==> src/rtl/dma_ctl_pkg.sv <==
// Shared definitions for the DMA channel controller: register offsets,
// control bit positions and the sequencer state type.
package dma_ctl_pkg;
    localparam int REG_AW = 2;

    localparam logic [REG_AW-1:0] OFS_CTRL = 2'd0;
    localparam logic [REG_AW-1:0] OFS_CNTL = 2'd1;
    localparam logic [REG_AW-1:0] OFS_CNTH = 2'd2;
    localparam logic [REG_AW-1:0] OFS_REPC = 2'd3;

    localparam int BIT_EN   = 7;
    localparam int BIT_SRST = 6;
    localparam int BIT_RPT  = 5;
    localparam int BIT_REQ  = 4;
    localparam int BIT_SGL  = 2;

    typedef enum logic [1:0] {
        SQ_IDLE  = 2'd0,
        SQ_READ  = 2'd1,
        SQ_WRITE = 2'd2
    } seq_state_t;
endpackage

==> src/rtl/dma_burst_buf.sv <==
// Burst buffer: a small FIFO holding bytes between the read and write
// phases of a burst. Assumes DEPTH is a power of two and that push is
// never raised when full nor pop when empty (the sequencer guarantees it).
module dma_burst_buf #(
    parameter int DEPTH  = 8,
    parameter int DATA_W = 8
) (
    input  logic              clk,
    input  logic              rst_n,
    input  logic              push,
    input  logic [DATA_W-1:0] din,
    input  logic              pop,
    output logic [DATA_W-1:0] dout,
    output logic [$clog2(DEPTH):0] count
);
    localparam int PTR_W = $clog2(DEPTH);
    localparam int CNT_W = PTR_W + 1;

    logic [DATA_W-1:0] store [DEPTH];
    logic [PTR_W-1:0]  wp, rp;

    // Storage write on push; contents need no reset.
    always_ff @(posedge clk) begin
        if (push) store[wp] <= din;
    end

    // Pointer and occupancy tracking.
    always_ff @(posedge clk) begin
        if (!rst_n) begin
            wp    <= '0;
            rp    <= '0;
            count <= '0;
        end else begin
            if (push) wp <= wp + 1'b1;
            if (pop)  rp <= rp + 1'b1;
            count <= count + CNT_W'(push) - CNT_W'(pop);
        end
    end

    assign dout = store[rp];
endmodule

==> src/rtl/dma_ctl_regs.sv <==
// Channel register file: control, block count and repeat count.
// Applies the write-ignore rules that depend on the busy status and
// takes self-clear and decrement strobes from the sequencer, which win
// over a software write in the same cycle.
module dma_ctl_regs
    import dma_ctl_pkg::*;
#(
    parameter int REP_W = 8
) (
    input  logic              clk,
    input  logic              rst_n,
    input  logic              wr_en,
    input  logic [REG_AW-1:0] addr,
    input  logic [7:0]        wdata,
    output logic [7:0]        rdata,
    input  logic              ch_on,
    input  logic              clr_en,
    input  logic              clr_req,
    input  logic              clr_rpt,
    input  logic              dec_rep,
    output logic              en,
    output logic              rpt,
    output logic              req,
    output logic              sgl,
    output logic [1:0]        bcode,
    output logic [15:0]       blkcnt,
    output logic [REP_W-1:0]  repcnt,
    output logic              srst
);
    // Register updates: reset, software writes, then hardware strobes.
    always_ff @(posedge clk) begin
        if (!rst_n || srst) begin
            en     <= 1'b0;
            rpt    <= 1'b0;
            req    <= 1'b0;
            sgl    <= 1'b0;
            bcode  <= 2'd0;
            blkcnt <= '0;
            repcnt <= '0;
            srst   <= 1'b0;
        end else begin
            if (wr_en) begin
                case (addr)
                    OFS_CTRL: begin
                        if (wdata[BIT_SRST]) begin
                            if (!ch_on) srst <= 1'b1;
                        end else begin
                            en  <= wdata[BIT_EN];
                            rpt <= wdata[BIT_RPT];
                            req <= wdata[BIT_REQ] & wdata[BIT_EN];
                            if (!ch_on) begin
                                sgl   <= wdata[BIT_SGL];
                                bcode <= wdata[1:0];
                            end
                        end
                    end
                    OFS_CNTL: blkcnt[7:0]  <= wdata;
                    OFS_CNTH: blkcnt[15:8] <= wdata;
                    default:  repcnt       <= REP_W'(wdata);
                endcase
            end
            if (clr_en)  en     <= 1'b0;
            if (clr_req) req    <= 1'b0;
            if (clr_rpt) rpt    <= 1'b0;
            if (dec_rep) repcnt <= repcnt - 1'b1;
        end
    end

    // Read multiplexer; bit 3 of control is hard-wired to zero.
    always_comb begin
        case (addr)
            OFS_CTRL: rdata = {en, srst, rpt, req, 1'b0, sgl, bcode};
            OFS_CNTL: rdata = blkcnt[7:0];
            OFS_CNTH: rdata = blkcnt[15:8];
            default:  rdata = 8'(repcnt);
        endcase
    end
endmodule

==> src/rtl/dma_seq.sv <==
// Transfer sequencer: starts bursts on request, runs the read phase into
// the buffer and the write phase out of it, tracks bytes left in the
// block and block repeat, and produces busy, completion and abort.
// Assumes acknowledges only arrive while the matching request is high.
module dma_seq
    import dma_ctl_pkg::*;
#(
    parameter int BUF_DEPTH = 8,
    parameter int CNT_W     = 16,
    parameter int REP_W     = 8
) (
    input  logic                       clk,
    input  logic                       rst_n,
    input  logic                       srst,
    input  logic                       en,
    input  logic                       sgl,
    input  logic [1:0]                 bcode,
    input  logic                       rpt,
    input  logic [REP_W-1:0]           repcnt,
    input  logic [CNT_W-1:0]           blkcnt,
    input  logic                       req,
    input  logic                       trig,
    input  logic                       rd_ack,
    input  logic                       wr_ack,
    input  logic [$clog2(BUF_DEPTH):0] buf_cnt,
    output logic                       rd_req,
    output logic                       wr_req,
    output logic                       push,
    output logic                       pop,
    output logic                       ch_on,
    output logic                       clr_en,
    output logic                       clr_req,
    output logic                       clr_rpt,
    output logic                       dec_rep,
    output logic                       done_pulse,
    output logic                       abort_pulse
);
    localparam int LEFT_W = CNT_W + 1;
    localparam int BW     = $clog2(BUF_DEPTH) + 1;

    seq_state_t        state;
    logic [LEFT_W-1:0] blk_left, block_size, left_eff, cap, first_n, rem_after, next_n;
    logic [BW-1:0]     rd_left, got_cnt;
    logic              blk_open, last_blk;
    logic              start_req, new_block, burst_end, done_now, abort_now;

    // Burst sizing and event decode.
    always_comb begin
        block_size = (blkcnt == '0) ? (LEFT_W'(1) << CNT_W) : {1'b0, blkcnt};
        cap        = LEFT_W'(1) << bcode;
        if (cap > LEFT_W'(BUF_DEPTH)) cap = LEFT_W'(BUF_DEPTH);
        left_eff   = blk_open ? blk_left : block_size;
        first_n    = (left_eff < cap) ? left_eff : cap;
        rem_after  = blk_left - LEFT_W'(got_cnt);
        next_n     = (rem_after < cap) ? rem_after : cap;
        start_req  = (state == SQ_IDLE) && en && ch_on && (req || trig);
        new_block  = start_req && !blk_open;
        burst_end  = (state == SQ_WRITE) && wr_ack && (buf_cnt == BW'(1));
        done_now   = burst_end && en && (rem_after == '0) && last_blk;
        abort_now  = (burst_end && !en) || ((state == SQ_IDLE) && ch_on && !en);
    end

    assign rd_req  = (state == SQ_READ);
    assign wr_req  = (state == SQ_WRITE) && (buf_cnt != '0);
    assign push    = rd_req && rd_ack;
    assign pop     = wr_req && wr_ack;
    assign clr_en  = done_now;
    assign clr_req = start_req;
    assign clr_rpt = new_block && rpt && (repcnt == REP_W'(1));
    assign dec_rep = new_block && rpt && (repcnt != '0);

    // Phase control, byte accounting and block tracking.
    always_ff @(posedge clk) begin
        if (!rst_n || srst) begin
            state    <= SQ_IDLE;
            blk_left <= '0;
            rd_left  <= '0;
            got_cnt  <= '0;
            blk_open <= 1'b0;
            last_blk <= 1'b0;
        end else begin
            case (state)
                SQ_IDLE: begin
                    if (start_req) begin
                        state   <= SQ_READ;
                        rd_left <= BW'(first_n);
                        got_cnt <= '0;
                        if (!blk_open) begin
                            blk_left <= block_size;
                            blk_open <= 1'b1;
                            last_blk <= rpt ? (repcnt == REP_W'(1)) : 1'b1;
                        end
                    end else if (abort_now) begin
                        blk_open <= 1'b0;
                    end
                end
                SQ_READ: begin
                    if (rd_ack) begin
                        got_cnt <= got_cnt + 1'b1;
                        rd_left <= rd_left - 1'b1;
                        if (rd_left == BW'(1) || !en) state <= SQ_WRITE;
                    end
                end
                default: begin
                    if (burst_end) begin
                        blk_left <= rem_after;
                        got_cnt  <= '0;
                        if (!en || rem_after == '0) begin
                            state    <= SQ_IDLE;
                            blk_open <= 1'b0;
                        end else if (sgl) begin
                            state <= SQ_IDLE;
                        end else begin
                            state   <= SQ_READ;
                            rd_left <= BW'(next_n);
                        end
                    end
                end
            endcase
        end
    end

    // Channel status and one-cycle event outputs.
    always_ff @(posedge clk) begin
        if (!rst_n || srst) begin
            ch_on       <= 1'b0;
            done_pulse  <= 1'b0;
            abort_pulse <= 1'b0;
        end else begin
            done_pulse  <= done_now;
            abort_pulse <= abort_now;
            if (done_now || abort_now) ch_on <= 1'b0;
            else if (en)               ch_on <= 1'b1;
        end
    end
endmodule

==> src/rtl/dma_chan_ctl.sv <==
// DMA channel control top: register file, sequencer and burst buffer.
// Assumes BUF_DEPTH is a power of two of at least 8 so the largest burst
// fits, and CNT_W is at most 16 (the count is exposed as two bytes).
module dma_chan_ctl
    import dma_ctl_pkg::*;
#(
    parameter int BUF_DEPTH = 8,
    parameter int CNT_W     = 16,
    parameter int REP_W     = 8
) (
    input  logic       clk,
    input  logic       rst_n,
    input  logic       reg_wr_en,
    input  logic [1:0] reg_addr,
    input  logic [7:0] reg_wdata,
    output logic [7:0] reg_rdata,
    input  logic       trig_in,
    output logic       mem_rd_req,
    input  logic       mem_rd_ack,
    input  logic [7:0] mem_rd_data,
    output logic       mem_wr_req,
    input  logic       mem_wr_ack,
    output logic [7:0] mem_wr_data,
    output logic       ch_busy,
    output logic       done_pulse,
    output logic       abort_pulse
);
    localparam int BCW = $clog2(BUF_DEPTH) + 1;

    logic             en_w, rpt_w, req_w, sgl_w, srst_w;
    logic [1:0]       bl_w;
    logic [15:0]      blkcnt_w;
    logic [REP_W-1:0] repcnt_w;
    logic             clr_en_w, clr_req_w, clr_rpt_w, dec_rep_w;
    logic             push_w, pop_w, ch_on_w;
    logic [BCW-1:0]   buf_cnt_w;

    dma_ctl_regs #(.REP_W(REP_W)) u_regs (
        .clk(clk), .rst_n(rst_n), .wr_en(reg_wr_en), .addr(reg_addr),
        .wdata(reg_wdata), .rdata(reg_rdata), .ch_on(ch_on_w),
        .clr_en(clr_en_w), .clr_req(clr_req_w), .clr_rpt(clr_rpt_w),
        .dec_rep(dec_rep_w), .en(en_w), .rpt(rpt_w), .req(req_w),
        .sgl(sgl_w), .bcode(bl_w), .blkcnt(blkcnt_w), .repcnt(repcnt_w),
        .srst(srst_w)
    );

    dma_seq #(.BUF_DEPTH(BUF_DEPTH), .CNT_W(CNT_W), .REP_W(REP_W)) u_seq (
        .clk(clk), .rst_n(rst_n), .srst(srst_w), .en(en_w), .sgl(sgl_w),
        .bcode(bl_w), .rpt(rpt_w), .repcnt(repcnt_w),
        .blkcnt(blkcnt_w[CNT_W-1:0]), .req(req_w), .trig(trig_in),
        .rd_ack(mem_rd_ack), .wr_ack(mem_wr_ack), .buf_cnt(buf_cnt_w),
        .rd_req(mem_rd_req), .wr_req(mem_wr_req), .push(push_w), .pop(pop_w),
        .ch_on(ch_on_w), .clr_en(clr_en_w), .clr_req(clr_req_w),
        .clr_rpt(clr_rpt_w), .dec_rep(dec_rep_w), .done_pulse(done_pulse),
        .abort_pulse(abort_pulse)
    );

    dma_burst_buf #(.DEPTH(BUF_DEPTH), .DATA_W(8)) u_buf (
        .clk(clk), .rst_n(rst_n), .push(push_w), .din(mem_rd_data),
        .pop(pop_w), .dout(mem_wr_data), .count(buf_cnt_w)
    );

    assign ch_busy = ch_on_w;
endmodule

==> config.mk <==
export PLATFORM = sky130hd
export DESIGN_NAME = dma_chan_ctl
export DESIGN_NICKNAME = d
export VERILOG_FILES = /design/src/rtl/dma_ctl_pkg.sv /design/src/rtl/dma_burst_buf.sv /design/src/rtl/dma_ctl_regs.sv /design/src/rtl/dma_seq.sv /design/src/rtl/dma_chan_ctl.sv
export SDC_FILE = /design/constraint.sdc
export NUM_CORES = 1
export LEC_CHECK = 0
export ABC_AREA = 1
export CORE_ASPECT_RATIO = 1.4
export CORE_MARGIN = 1
export CORE_UTILIZATION = 65
export CTS_CLUSTER_SIZE = 25
export DETAILED_ROUTE_END_ITERATION = 10
export PLACE_DENSITY = 0.86
export SLEW_MARGIN = 15
export SYNTH_ARGS = -nofsm -noshare
export SYNTH_HDL_FRONTEND = slang
export SYNTH_SLANG_ARGS = --single-unit
==> constraint.sdc <==
create_clock -name clk -period 3.8 [get_ports clk]
set_input_delay 0.57 -clock clk [delete_from_list [all_inputs] [get_ports clk]]
set_output_delay 0.57 -clock clk [all_outputs]
set_load 0.1 [all_outputs]
==> impl_metrics.toml <==
[clock_network]
cts-root-to-sink-buffers = 2
tritoncts = "built"
numCtsBuffers = 17
insertion_delay_ps = 430
tritoncts_num_sinks = 140
postCtsResizedCells = 0
cts_hold_buffers = 0
clkSlewWorstSetupHoldPaths_ps = 60
post-cts-setup-buffer-count = 0
clock_tree.root_cell = "clkbuf_16"
h_tree_level_count = 4

[logic_synthesis]
mappedNetlistArea_um2 = 7480
synth_async_sr_flop_share = 0
postSynthNetCount = 1010
synth_sequential_area_ratio = 0.460
syn_avg_cell_area_um2 = 7.79
ys_ff_latch = 140
synth_warnings = 0
synth_cell_types = 49
dominantRegCellSynth = "dfxtp_1"
synth_edf_count = 64
netlist_instances = 960

[power_and_ir_drop]
share_seq_of_total_power = 0.466
vdd_ir_drop_max_mv = 0.349
comb_power_share = 0.078
cellInternalPower_mw = 2.53
power_switching_share = 0.262
clock_power_share = 0.456
power_leakage_nw = 3.60
pwr_density_cell_nw_per_um2 = 402
switchingPower_uw = 900

[floorplan]
core_area_um2 = 11300
die_height_um = 129
pin_count = 45
total_die_area_um2 = 11900
placementRows = 46
die_w_um = 92.7
initial_utilization = 0.663

[drt]
detail_route.first_pass.iterations = 7
vias = 6932
drt-vias-per-instance = 5.99
routedWlPerCell_um = 16.8
drcViolationCount = 0
drt_iter0_markers = 526
ant_nets = 0
total_wirelength_mm = 19.4

[timing]
slew_headroom = 0.343
max_freq_mhz = 340
final_hold_viol_count = 0
finalHoldWorstSlack_ps = 452
layout_min_cycle_time_ps = 2940
setup-violations-final = 0
final_critical_path_setup_slack_ps = 861
finalCritPeriodShare = 0.773
tightest_slew_ps = 983
worst_clock_skew_ps = 11.5
rsz0062_at_grt = "false"
setup_tns_ps = 0
final_max_slew_viol_count = 0

[grt]
grt_overflow = 0
antenna_found_initial = 0
number_of_global_route_vias_before_repair = 6686
grt_max_degree = 35
grt_pass1_wl_mm = 31.2
grt_util_all_layers = 0.339

[worst_setup_path]
worstPathCellList = "ha_1 > fa_1 > xnor2_1 > ha_1 > nand3_1 > nand3b_1 > nand2_1 > nand2_1 > nor2_1 > nand2_1 > nor3_4 > nand2_2 > nand2_1 > nand3_1 > nand2_1 > nor2_1 > nor2_1"
timing.reg2reg.setup_slack_ps = 860
cp-end-kind = "register"
cp.required_ps = 4160
slowest_delay_ps = 390
critical_path.startpoint_type = "register"
crit_top_cell = "nand2_1"
worstPathMaxFanout = 7
timing_worst_setup_path_type = "register to register"
crit_slowest_cell = "fa_1"
data_arrival_critical_path_ps = 3300

[place]
port_buffers = 44
dpl.hpwl_mm = 13.8
place_congestion = 0.935
setup_slack_at_placement_ps = 954

[cells_and_area]
diodes_inserted = 0
p_r_area_growth_vs_syn_pct = 14.2
final_nets = 1051
layout-drive-gt1-share = 0.0917
fill_cells = 826

[outcome]
status = "finished clean"

[min_path]
hp-class = "register to register"

[job]
drv_cap = 0
## final timing paths
kind                    start          endpoint  cells past startpoint
min               u_buf.rp[2]       u_buf.rp[2]                      1
max          u_seq.got_cnt[0]  u_seq.rd_left[3]                     17
max reg2reg  u_seq.got_cnt[0]  u_seq.rd_left[3]                     17
min reg2reg       u_buf.rp[2]       u_buf.rp[2]                      1
## power groups by stage
stage	clock (mW)	combinational, mW	sequential, mW
final	1.56	0.268	1.60
after global routing	1.63	0.295	1.60
after CTS	1.57	0.262	1.60
after detailed placement	0	0.259	1.63
after global placement	0	0.254	1.63
after floorplan	0	0.173	1.63
## kinds of logic after synthesis
group                    count (synthesis)  synth area share
XOR/XNOR                                 7           0.00820
buffers and inverters                  153            0.0786
flip-flops                             140             0.460
adder cells (fa/ha/maj)                 26            0.0455
AND/OR/NAND/NOR                        431             0.251
AO/OA/AOI/OAI                          203             0.156
## stage by stage
stage / util / cells / area, um^2 / power [mW]
after detailed placement: 0.708 / 1126 / 7990 / 1.89
after floorplan: - / 960 / 7480 / 1.80
after global placement: 0.708 / 1126 / 7990 / 1.88
final: 0.757 / 1158 / 8540 / 3.43
after global routing: 0.757 / 1158 / 8540 / 3.52
after CTS: 0.757 / 1158 / 8540 / 3.43
## cell usage after synthesis, types with 7 or more instances
cell | count | area share
edfxtp_1 | 64 | 0.26
inv_2 | 7 | 0.0035
nand3_1 | 50 | 0.033
clkbuf_1 | 23 | 0.012
dfxtp_1 | 76 | 0.20
inv_1 | 116 | 0.058
a221oi_1 | 11 | 0.013
a31oi_1 | 10 | 0.0084
ha_1 | 24 | 0.040
o22ai_1 | 13 | 0.011
o21ai_0 | 87 | 0.058
nor2_1 | 145 | 0.073
a21oi_1 | 61 | 0.041
nand2_1 | 179 | 0.090
nand4_1 | 21 | 0.018
## area by class of cell
class / instances / area [um^2] / area share
Clock buffer: 17 / 425 / 0.0498
Clock inverter: 15 / 129 / 0.0151
Inverter: 124 / 465 / 0.0545
Multi-Input combinational cell: 667 / 3450 / 0.404
Sequential cell: 140 / 3440 / 0.403
Tap cell: 144 / 180 / 0.0211
Timing Repair Buffer: 51 / 448 / 0.0524
## layout by cell type (no fill, tap or decap), types with 3 or more instances in the layout
| master | instances |
|---|---|
| ha_1 | 24 |
| or2_2 | 4 |
| nor2_4 | 3 |
| nor2_1 | 144 |
| inv_2 | 7 |
| nor3_1 | 6 |
| clkdlybuf4s50_1 | 26 |
| o221ai_1 | 3 |
| buf_4 | 25 |
| a21oi_1 | 61 |
| edfxtp_1 | 64 |
| nand2_2 | 5 |
| o221a_2 | 3 |
| nand3_2 | 4 |
| dfxtp_1 | 76 |
| a31oi_1 | 10 |
| nand4_1 | 21 |
| clkinvlp_4 | 3 |
| nor2_2 | 5 |
| a221oi_1 | 11 |
| nand2_1 | 179 |
| inv_6 | 7 |
| o22ai_1 | 13 |
| clkbuf_16 | 17 |
| o21ai_0 | 87 |
| inv_1 | 116 |
| a211oi_1 | 3 |
| nand3_1 | 50 |
| xor2_1 | 6 |
## registers in the layout (all words and copies together), names as in the netlist, 3 cells and up, named ones only
register,flops
u_buf.rp,3
u_regs.repcnt,8
u_seq.got_cnt,4
u_seq.rd_left,4
u_buf.wp,3
u_buf.store,64
u_buf.count,4
u_seq.blk_left,17
u_regs.blkcnt,16
## metal layers
metal  vias up  GRT usage  share of wire
met5         -          0              0
met4         0      0.244          0.067
met3       121     0.0691          0.059
met2       345      0.608           0.51
met1      3141      0.348           0.36
li1       3325          -              -
## critical path, delay by kind of cell (launching register included)
family | cells | cell delay [ps]
adder cells (fa/ha/maj) | 3 | 950
flip-flops | 1 | 380
AND/OR/NAND/NOR | 13 | 1150
XOR/XNOR | 1 | 380
Power figures use the tool's default switching activity.
